### src/rtl/bflash_pkg.sv
package bflash_pkg;

  // Read source selected by the command history
  typedef enum logic [1:0] {
    SRC_ARRAY  = 2'd0,
    SRC_STATUS = 2'd1,
    SRC_ID     = 2'd2,
    SRC_BLANK  = 2'd3
  } rdSrc_e;

  // Strobes and state passed from control to datapath
  typedef struct packed {
    logic        progWr;
    logic        eraseGo;
    rdSrc_e      rdSrc;
    logic [7:0]  status;
  } dpCtl_t;

  // Command byte values
  localparam logic [7:0] OP_READ_ARRAY  = 8'hFF;
  localparam logic [7:0] OP_READ_STATUS = 8'h70;
  localparam logic [7:0] OP_READ_ID     = 8'h90;
  localparam logic [7:0] OP_CLR_STATUS  = 8'h50;
  localparam logic [7:0] OP_SUSPEND     = 8'hB0;
  localparam logic [7:0] OP_PROG_A      = 8'h40;
  localparam logic [7:0] OP_PROG_B      = 8'h10;
  localparam logic [7:0] OP_ERASE_ARM   = 8'h20;
  localparam logic [7:0] OP_ERASE_OK    = 8'hD0;

  // Status bits raised by a failed erase handshake
  localparam int         ST_ERASE_ERR_BIT = 5;
  localparam int         ST_PROG_ERR_BIT  = 4;
  localparam logic [7:0] ST_FAIL_MASK     = (8'h1 << ST_ERASE_ERR_BIT) | (8'h1 << ST_PROG_ERR_BIT);

endpackage

### src/rtl/bflash_ctrl.sv
module bflash_ctrl
  import bflash_pkg::*;
#(
  parameter int ADDR_W      = 10,
  parameter int ARRAY_BYTES = 256
) (
  input  logic              clk,
  input  logic              rstN,
  input  logic              wrEn,
  input  logic [ADDR_W-1:0] addr,
  input  logic [7:0]        wrData,
  input  logic              busy,
  output dpCtl_t            ctl,
  output logic              pending
);

  localparam logic [ADDR_W-1:0] ARRAY_LIMIT = ADDR_W'(ARRAY_BYTES);

  rdSrc_e     mode;
  logic       pendErase;
  logic [7:0] status;
  logic       takeWr;
  logic       inArray;
  logic       confirmOk;

  assign takeWr    = wrEn && !busy;
  assign inArray   = addr < ARRAY_LIMIT;
  assign confirmOk = wrData == OP_ERASE_OK;

  always_ff @(posedge clk) begin
    if (!rstN) begin
      mode      <= SRC_ARRAY;
      pending   <= 1'b0;
      pendErase <= 1'b0;
      status    <= 8'h00;
    end else if (takeWr) begin
      if (!pending) begin
        // First cycle: only the data byte matters
        case (wrData)
          OP_READ_ARRAY:  mode <= SRC_ARRAY;
          OP_READ_STATUS: mode <= SRC_STATUS;
          OP_READ_ID:     mode <= SRC_ID;
          OP_SUSPEND:     mode <= SRC_BLANK;
          OP_CLR_STATUS: begin
            status <= 8'h00;
            mode   <= SRC_ARRAY;
          end
          OP_PROG_A, OP_PROG_B: begin
            mode      <= SRC_BLANK;
            pending   <= 1'b1;
            pendErase <= 1'b0;
          end
          OP_ERASE_ARM: begin
            mode      <= SRC_BLANK;
            pending   <= 1'b1;
            pendErase <= 1'b1;
          end
          default: ;
        endcase
      end else begin
        // Second cycle closes the handshake
        pending <= 1'b0;
        if (pendErase && !confirmOk) begin
          mode   <= SRC_STATUS;
          status <= status | ST_FAIL_MASK;
        end
      end
    end
  end

  always_comb begin
    ctl         = '0;
    ctl.progWr  = takeWr && pending && !pendErase && inArray;
    ctl.eraseGo = takeWr && pending && pendErase && confirmOk && inArray;
    ctl.rdSrc   = mode;
    ctl.status  = status;
  end

endmodule

### src/rtl/bflash_sweep.sv
module bflash_sweep #(
  parameter int IDX_W       = 8,
  parameter int BLOCK_BYTES = 32
) (
  input  logic             clk,
  input  logic             rstN,
  input  logic             start,
  input  logic [IDX_W-1:0] blockBase,
  output logic             active,
  output logic [IDX_W-1:0] sweepIdx
);

  localparam int OFF_W = $clog2(BLOCK_BYTES);
  localparam logic [OFF_W-1:0] LAST_OFF = OFF_W'(BLOCK_BYTES - 1);

  logic [IDX_W-1:0] base;
  logic [OFF_W-1:0] off;

  always_ff @(posedge clk) begin
    if (!rstN) begin
      active <= 1'b0;
      base   <= '0;
      off    <= '0;
    end else if (start) begin
      active <= 1'b1;
      base   <= blockBase;
      off    <= '0;
    end else if (active) begin
      off <= off + 1'b1;
      if (off == LAST_OFF) active <= 1'b0;
    end
  end

  // base is block aligned, so OR-ing the offset forms the byte index
  assign sweepIdx = base | IDX_W'(off);

endmodule

### src/rtl/bflash_datapath.sv
module bflash_datapath
  import bflash_pkg::*;
#(
  parameter int          ADDR_W      = 10,
  parameter int          ARRAY_BYTES = 256,
  parameter int          BLOCK_BYTES = 32,
  parameter logic [15:0] DEV_ID      = 16'hA2B1
) (
  input  logic              clk,
  input  logic              rstN,
  input  dpCtl_t            ctl,
  input  logic              rdEn,
  input  logic [ADDR_W-1:0] addr,
  input  logic [7:0]        wrData,
  output logic [7:0]        rdData,
  output logic              busy
);

  localparam int IDX_W = $clog2(ARRAY_BYTES);
  localparam int OFF_W = $clog2(BLOCK_BYTES);
  localparam logic [ADDR_W-1:0] ARRAY_LIMIT = ADDR_W'(ARRAY_BYTES);

  logic [7:0]       mem [ARRAY_BYTES];
  logic [IDX_W-1:0] idx;
  logic [IDX_W-1:0] blockBase;
  logic [IDX_W-1:0] sweepIdx;
  logic             sweepOn;
  logic             inArray;
  logic [7:0]       arrayByte;
  logic [7:0]       idByte;
  logic [7:0]       rdNext;

  assign idx       = addr[IDX_W-1:0];
  assign inArray   = addr < ARRAY_LIMIT;
  assign blockBase = {idx[IDX_W-1:OFF_W], {OFF_W{1'b0}}};

  bflash_sweep #(
    .IDX_W      (IDX_W),
    .BLOCK_BYTES(BLOCK_BYTES)
  ) u_sweep (
    .clk      (clk),
    .rstN     (rstN),
    .start    (ctl.eraseGo),
    .blockBase(blockBase),
    .active   (sweepOn),
    .sweepIdx (sweepIdx)
  );

  assign busy = sweepOn;

  // Storage: programs never overlap a sweep (control blocks writes while busy)
  always_ff @(posedge clk) begin
    if (!rstN) begin
      for (int i = 0; i < ARRAY_BYTES; i++) mem[i] <= 8'hFF;
    end else begin
      if (sweepOn) mem[sweepIdx] <= 8'hFF;
      if (ctl.progWr) mem[idx] <= wrData;
    end
  end

  assign arrayByte = inArray ? mem[idx] : 8'hFF;
  assign idByte    = addr[0] ? DEV_ID[15:8] : DEV_ID[7:0];

  always_comb begin
    case (ctl.rdSrc)
      SRC_ARRAY:  rdNext = arrayByte;
      SRC_STATUS: rdNext = ctl.status;
      SRC_ID:     rdNext = idByte;
      default:    rdNext = 8'hFF;
    endcase
  end

  always_ff @(posedge clk) begin
    if (!rstN)     rdData <= 8'h00;
    else if (rdEn) rdData <= rdNext;
  end

endmodule

### src/rtl/bflash_top.sv
module bflash_top
  import bflash_pkg::*;
#(
  parameter int          ADDR_W      = 10,
  parameter int          ARRAY_BYTES = 256,
  parameter int          BLOCK_BYTES = 32,
  parameter logic [15:0] DEV_ID      = 16'hA2B1
) (
  input  logic              clk,
  input  logic              rstN,
  input  logic              wrEn,
  input  logic              rdEn,
  input  logic [ADDR_W-1:0] addr,
  input  logic [7:0]        wrData,
  output logic [7:0]        rdData,
  output logic              busy
);

  dpCtl_t dpCtl;
  logic   cmdPending;

  bflash_ctrl #(
    .ADDR_W     (ADDR_W),
    .ARRAY_BYTES(ARRAY_BYTES)
  ) u_ctrl (
    .clk    (clk),
    .rstN   (rstN),
    .wrEn   (wrEn),
    .addr   (addr),
    .wrData (wrData),
    .busy   (busy),
    .ctl    (dpCtl),
    .pending(cmdPending)
  );

  bflash_datapath #(
    .ADDR_W     (ADDR_W),
    .ARRAY_BYTES(ARRAY_BYTES),
    .BLOCK_BYTES(BLOCK_BYTES),
    .DEV_ID     (DEV_ID)
  ) u_dp (
    .clk   (clk),
    .rstN  (rstN),
    .ctl   (dpCtl),
    .rdEn  (rdEn),
    .addr  (addr),
    .wrData(wrData),
    .rdData(rdData),
    .busy  (busy)
  );

endmodule

### config.mk
export PLATFORM = sky130hd
export DESIGN_NAME = bflash_top
export DESIGN_NICKNAME = d
export VERILOG_FILES = /design/src/rtl/bflash_pkg.sv /design/src/rtl/bflash_ctrl.sv /design/src/rtl/bflash_sweep.sv /design/src/rtl/bflash_datapath.sv /design/src/rtl/bflash_top.sv
export SDC_FILE = /design/constraint.sdc
export NUM_CORES = 2
export LEC_CHECK = 0
export BUFFER_PORTS_ARGS = -buffer_cell sky130_fd_sc_hd__buf_2
export CORE_UTILIZATION = 35
export CTS_CLUSTER_DIAMETER = 120
export DETAILED_ROUTE_END_ITERATION = 7
export PLACE_DENSITY_LB_ADDON = 0.05
export SLEW_MARGIN = 5
export SYNTH_ARGS = -nofsm -noshare
export SYNTH_HDL_FRONTEND = slang
export SYNTH_SLANG_ARGS = --single-unit
### constraint.sdc
create_clock -name clk -period 2.9 [get_ports clk]
set_input_delay 0.145 -clock clk [delete_from_list [all_inputs] [get_ports clk]]
set_output_delay 0.145 -clock clk [all_outputs]
set_load 0.01 [all_outputs]
# [Word level (Yosys, flattened, before mapping)]
# Memory sizes are Yosys's and may differ from the RTL's.
# Cells that the tools add are included.
[word_totals] memories=1 output_inout_bits=9 inputBits=22 register_bits=29 word_cells=82 ramBits=2048
[classes] n_mux=28 n_reduce_logical=26 n_lt_le_gt_ge=1 add_sub_neg=1 bitwise_logic=3 n_eq_ne=13
[mem_list] name="u_dp.mem" words=256 word_bits=8 rd=1 rd_clocked_by_memory_dff=0 write_ports=256 line_no="bflash_datapath.sv:23" text="logic [7:0] mem [ARRAY_BYTES];"
[op_table] operator="$mux 8" n=7
[op_table] operator="$eq 8x8->1 const B" n=4
[op_table] operator="$eq 8x7->1 const B" n=3
[op_table] operator="$pmux 8 s3" n=1
[op_table] operator="$reduce_or 8->1" n=2
[op_table] operator="$mux 1" n=14
[op_table] operator="$reduce_and 3->1" n=4
[op_table] operator="$lt 10x9->1 const B" n=1
[op_table] operator="$eq 8x5->1 const B" n=1
[op_table] operator="$eq 8x6->1 const B" n=1
[op_table] operator="$logic_and 1x1->1" n=8
[op_table] operator="$or 8x5->8" n=1
[op_table] operator="$pmux 2 s4" n=1
[op_table] operator="$mux 6" n=1
[op_table] operator="$reduce_or 2->1" n=3
[op_table] operator="$add 5x1->5 const B" n=1
[op_table] operator="$eq 5x5->1 const B" n=1
[op_table] operator="$mux 5" n=1
[op_table] operator="$reduce_bool 5->1" n=1
[op_table] operator="$mux 2" n=2
[op_table] operator="$reduce_bool 2->1" n=2
[op_table] operator="$reduce_or 4->1" n=1
[op_table] operator="$logic_not 1->1" n=3
[op_table] operator="$reduce_or 3->1" n=1
[op_table] operator="6 further kinds" n=7

# [Longest topological paths before layout]
[logic_depth] word_depth=10 ltp_mapped=14 depth_no_buf=7

# [Hierarchy]
# Synthesis repeated with hierarchy kept, for this count alone.
[unflattened] cells_unflattened=6675 area_unflattened_um2=98194.2
[modules_own_cells] mod="bflash_datapath" cells_each=6543 seq_area_each_um2=61659.1 area_each_um2=97011.8 instances=1
[modules_own_cells] mod="bflash_sweep" cells_each=60 seq_area_each_um2=280.3 area_each_um2=630.6 instances=1
[modules_own_cells] mod="bflash_ctrl" cells_each=72 seq_area_each_um2=100.1 area_each_um2=551.8 instances=1

# [Worst setup path before layout]
# No wires, ideal clock.
[synth_path] path_kind="register -> register" startpoint="register u_dp.u_sweep.active" endpoint="memory u_dp.mem[166][0] (enable)" n_path_buf=6 arrival_ps=2850 synth_period_minus_slack_ps=3234 required_time_ps=2516 setup_time_ps=384 setup_slack_ps=-334 stages_incl_launch_ff=12 cell_sequence="dfxtp_1 > buf_2 > nand4b_1 > or3b_1 > buf_6 > buf_6 > nand2_1 > buf_4 > nand3_1 > buf_2 > clkbuf_1 > o21ai_0"
[synth_lines] element="start: declaration" line_no="bflash_sweep.sv:9" text="output logic active,"
[synth_lines] element="start signal: assignment" line_no="bflash_sweep.sv:21" text="active <= 1'b0;"
[synth_lines] element="start signal: assignment" line_no="bflash_sweep.sv:25" text="active <= 1'b1;"
[synth_lines] element="start signal: assignment" line_no="bflash_sweep.sv:30" text="if (off == LAST_OFF) active <= 1'b0;"
[synth_lines] element="end: declaration" line_no="bflash_datapath.sv:23"

# [Worst setup path after layout]
[layout_path] startpoint="memory u_dp.mem[240][7]" endpoint="register u_dp.rdData[7]"
[layout_between] elab_chain_len=3
[layout_lines] element="$mem_v2 256x8"
[layout_lines] element="$mux 8" line_no="bflash_datapath.sv:61" text="assign arrayByte = inArray ? mem[idx] : 8'hFF;"
[layout_lines] element="$pmux 8 s3" line_no="bflash_datapath.sv:65" text="case (ctl.rdSrc)"
[layout_lines] element="end signal: assignment" line_no="bflash_datapath.sv:75" text="else if (rdEn) rdData <= rdNext;"
[layout_lines] element="end: declaration" line_no="bflash_datapath.sv:15" text="output logic [7:0] rdData,"
# Every way passes these cells.
# A chain may end at the register's enable or synchronous reset.

==> results.md <==
- The biggest area contributor in the post-synthesis netlist is edfxtp_1.
- Of the total power, combinational logic draws 5.5%.
- Wires add up to 346000 um.
- The smallest setup slack after layout is 47.15 ps.
- The routed layout has 61180 vias.
- The start-to-end type of the worst setup path is reg2reg.
- For this run, the number of Yosys warnings is 0.
- The mean cell area of the mapped netlist is 13.92 um2.
- In this design, the largest share of critical-path delay is due to compound AO/OA/AOI/OAI gates.
- By area the synthesized netlist is led by edfxtp_1 (66%), mux4_2 (11%), nand2_1 (9.0%).
- The switching share of power is 22.47%.
- The endpoint kind of the worst setup timing path is a flip-flop.
- The count of nets left with antenna violations once routing finished came out at 0.
- The signal on the critical path passes through mux4_2 > mux2i_1 > o21ai_0 > a211oi_1 > nor4_1 > buf_4 > o211ai_1 > o311ai_0.
- During placement, the flow inserted port buffers numbering 30.
- Clock-pin slew was measured on the worst setup and hold paths at 60 ps.
- The clock latency on the worst-skew pair is 910 ps.
- After synthesis, the share of flip-flops with an asynchronous set or reset is 0%.
- Entering global routing, the biggest net connects 97 pins.
- In this run the worst setup path begins at u_dp.mem[240][7].
- Yosys mapped a number of flops with a built-in enable equal to 2048.
- The number of cells in the design after placement is 10930.
- The worst register-to-register path ends at u_dp.rdData[7].
- The largest individual stage delay along the critical path comes from the cell a211oi_1.
- The critical path's largest stage delay is 880 ps.
- For this design the ratio of total power to cell area is 567.9 nW/um2.
- The run finished with clean final reports.
- Max-cap violations in this run came to 0.
- The final setup violation count is 0.
- After synthesis, the largest area contributor takes up 66.38% of total cell area.
- The arrival time at the worst endpoint is 3620 ps.
- TritonCTS created 238 clock buffers.
- In this run the core area contains 188 standard-cell rows.
- After detailed routing, the average wire length per cell comes to 30.41 um.
- The minimum clock period after layout is 2853 ps.
- The share of the core filled with cells is 44.06%.
- The kind of start point of the critical path is a flip-flop.
- Compared with the post-synthesis result, the final layout area differs by 24.94%.
- The worst path required time is 3670 ps.
- The worst ir drop on vdd is 538.4 uV.
- The die covers 266800 um2.
- The buffer and inverter count on the worst path is 1.
- At the pin with the least slew margin, the transition time is 1096 ps.
- Prior to clock tree synthesis, the placed netlist has a worst setup slack of -824.9 ps.
- The startpoint identified for the worst hold timing path is addr[6].
- The chip height is 516.5 um.
- The level count of the clock H-tree is 4.
- Internal power comes to 50970 uW.
- The gate count of the mapped netlist is 6655.
- In the routed design, unresolved DRC markers number 0.
- The synthesized design contains 2070 register bits.
- Among all cell types in the netlist, the one instantiated most often is nand2_1.
- Measured against its own limit, the worst slew margin works out to 26.52%.
- The layer carrying the most global-route usage is met2.
- The internal reg-to-reg setup slack is 50 ps.
- Global routing consumed, on the met1 layer, 36.76% of the routing resources.
- When the netlist entered floorplanning its net count stood at 6679.
- For the final database, setup skew stands at 65.44 ps.
- After synthesis, the netlist uses 83 different library cells.
- The reg-to-reg startpoint is u_dp.mem[240][7].
- The initial core utilization is 35.26%.
- The overall track demand over capacity in global routing is 25.98%.
- TritonCTS built the clock tree.
- The number of antenna violations at the first check in global routing is 15.
- After the flow finishes, the layout carries non-filler instances totaling 11380.
- The achievable frequency is 0.3505 GHz.
- The number of global-route vias before repair is 61100.
- The analysis attributes to cell leakage a power of 0.03081 uW.
- Global routing consumed, on the met3 layer, 3.117% of the routing resources.
- The violation count after the first detailed-route iteration is 6057.
- The share of total power dissipated in sequential elements is 49.9%.
- In this run the power spent charging and discharging nets is 14770 uW.
- The count of cells along the worst hold path is 6.
- The prevailing post-synth register cell is edfxtp_1.
- The largest driver fanout on the critical path is 1.
- The layout has 23830 filler cells.
- For this design, the sink count on the clock tree is 2070.
- The portion of the post-synthesis area used by sequential elements is 66.85%.
- The library cell used as clock root buffer is clkbuf_16.
- The buffers inserted during post-CTS setup optimization is 0.
- The final layout contains 7698 nets.
- The region available for standard cell placement spans 262700 um2.
- The class of the tightest hold or removal check is in2reg.
- The total congestion overflow is 0.
- 31 I/O pins were placed.
- The depth of the worst register-to-register path is 8.
- Summing every instance area after synthesis gives 92650 um2.
- The overall die width is 516.5 um.
- The sum of net half-perimeters after detailed placement is 243900 um.
- The number of failing hold endpoints at the final stage is 0.
- The final-report max-slew violation count came to 0.
- In this run the deepest clock path goes through 4 buffers.
- The routed via count divided by cell count is 5.377.
- The met2 track demand over resource is 42.15%.
- The clock power share is 44.6%.
- The first global-routing pass estimated 486800 um of wire.
- The worst path uses 98.37% of the clock period.
- Routability-driven placement finished with a final weighted congestion of 0.8835.
- The path with the worst hold slack has its endpoint at u_dp.rdData[5].
- The layout cell share with drive strength beyond 1 is 30.48%.
- Sorting the synthesized cells by how often they occur yields nand2_1 (2222), edfxtp_1 (2048), mux4_2 (459).
- Before antenna repair, the detailed router went through 6 iterations.
-- kinds of logic (layout without fill, tap and decap cells) --
logic type               Yosys count  in the layout  synth area share, %
AO/OA/AOI/OAI                    588            588                3.915
XOR/XNOR                           8              8              0.07562
adder cells (fa/ha/maj)            2              2              0.02700
buffers and inverters            551           1751                3.045
flip-flops                      2070           2070                66.85
multiplexers                     684            684                13.70
other                              0              8                    0
AND/OR/NAND/NOR                 2752           2752                12.39
-- worst max-delay path by stage --
stage               slack [ps]                to  depth (start not counted)
finish                      50    u_dp.rdData[7]                          8
global route              -0.1  u_ctrl.pendErase                         10
CTS                         10    u_dp.rdData[0]                          8
detailed placement        -820  u_dp.mem[106][0]                         11
global placement          -810  u_dp.mem[106][0]                         11
floorplan                 -220  u_dp.mem[103][0]                         10
-- layer usage --
metal | part of all wire, % | routed length (um)
met5 | 0 | 0
met4 | 2.9 | 10050
met3 | 5.4 | 18740
met2 | 47 | 163800
met1 | 44 | 153400
-- repair_timing --
action	in CTS	in global routing
resized for setup	5	8
endpoints found under the setup margin	29	161
hold buffers	22	0
endpoints found under the hold margin	501	0
cloned	0	0
-- worst min-delay path, delay by kind of cell --
kind,cells,cell delay (ps)
AOI/OAI and AO/OA,1,80
buffers and inverters,3,500
and+or+nand+nor,2,160
-- area by class of cell --
class | count | area [um2] | share of cell area [%]
clock buffer | 291 | 6240 | 5.391
timing repair buffer | 1322 | 13580 | 11.73
multi-input combinational | 4034 | 28390 | 24.53
inverter | 8 | 41.29 | 0.03567
tap | 3515 | 4398 | 3.799
sequential | 2070 | 61940 | 53.51
antenna | 8 | 20.02 | 0.01729
clock inverter | 130 | 1141 | 0.9858
-- power groups by stage --
stage               clock (uW)  combinational (uW)  sequential [uW]
floorplan                    0                1570            33400
global placement             0                3600            33400
detailed placement           0                3610            33400
CTS                      30000                3640            32800
global route             31000                3770            32800
finish                   29300                3600            32800
-- metrics by stage --
step / area (um2) / power (uW) / hold WS [ps] / setup TNS, ps
6_report: 115800 / 65740 / 75.36 / 0
5_1_grt: 115700 / 67520 / 58.74 / -0.1292
4_1_cts: 115700 / 66380 / 20.45 / 0
3_5_place_dp: 108100 / 37030 / 554.9 / -952820
3_3_place_gp: 108100 / 37020 / 563.1 / -1044140
2_1_floorplan: 92850 / 34980 / 426.8 / -99880
-- sequential cells by signal, indices dropped and copies added (netlist names) --
name / flops
u_ctrl.status: 1
u_dp.u_sweep.off: 5
u_dp.u_sweep.active: 1
u_dp.rdData: 8
u_ctrl.pendErase: 1
u_dp.u_sweep.base: 3
u_ctrl.pending: 1
u_ctrl.mode: 2
u_dp.mem: 2048
-- layout by cell type, fill, tap and decap left out, types with 32 or more instances in the layout --
cell / instances
mux4_2: 459
clkbuf_1: 49
a21oi_1: 62
mux2i_1: 202
buf_12: 290
o22ai_1: 53
nand3_1: 33
nor2_4: 34
edfxtp_1: 2048
nor2_1: 124
clkinv_1: 68
buf_4: 981
o21ai_1: 156
o21ai_0: 88
nand2_1: 2216
o21ai_2: 45
o221ai_1: 46
clkinv_2: 32
clkbuf_16: 242
nor2_2: 164
No activity file was read; power rests on OpenSTA's default activity.
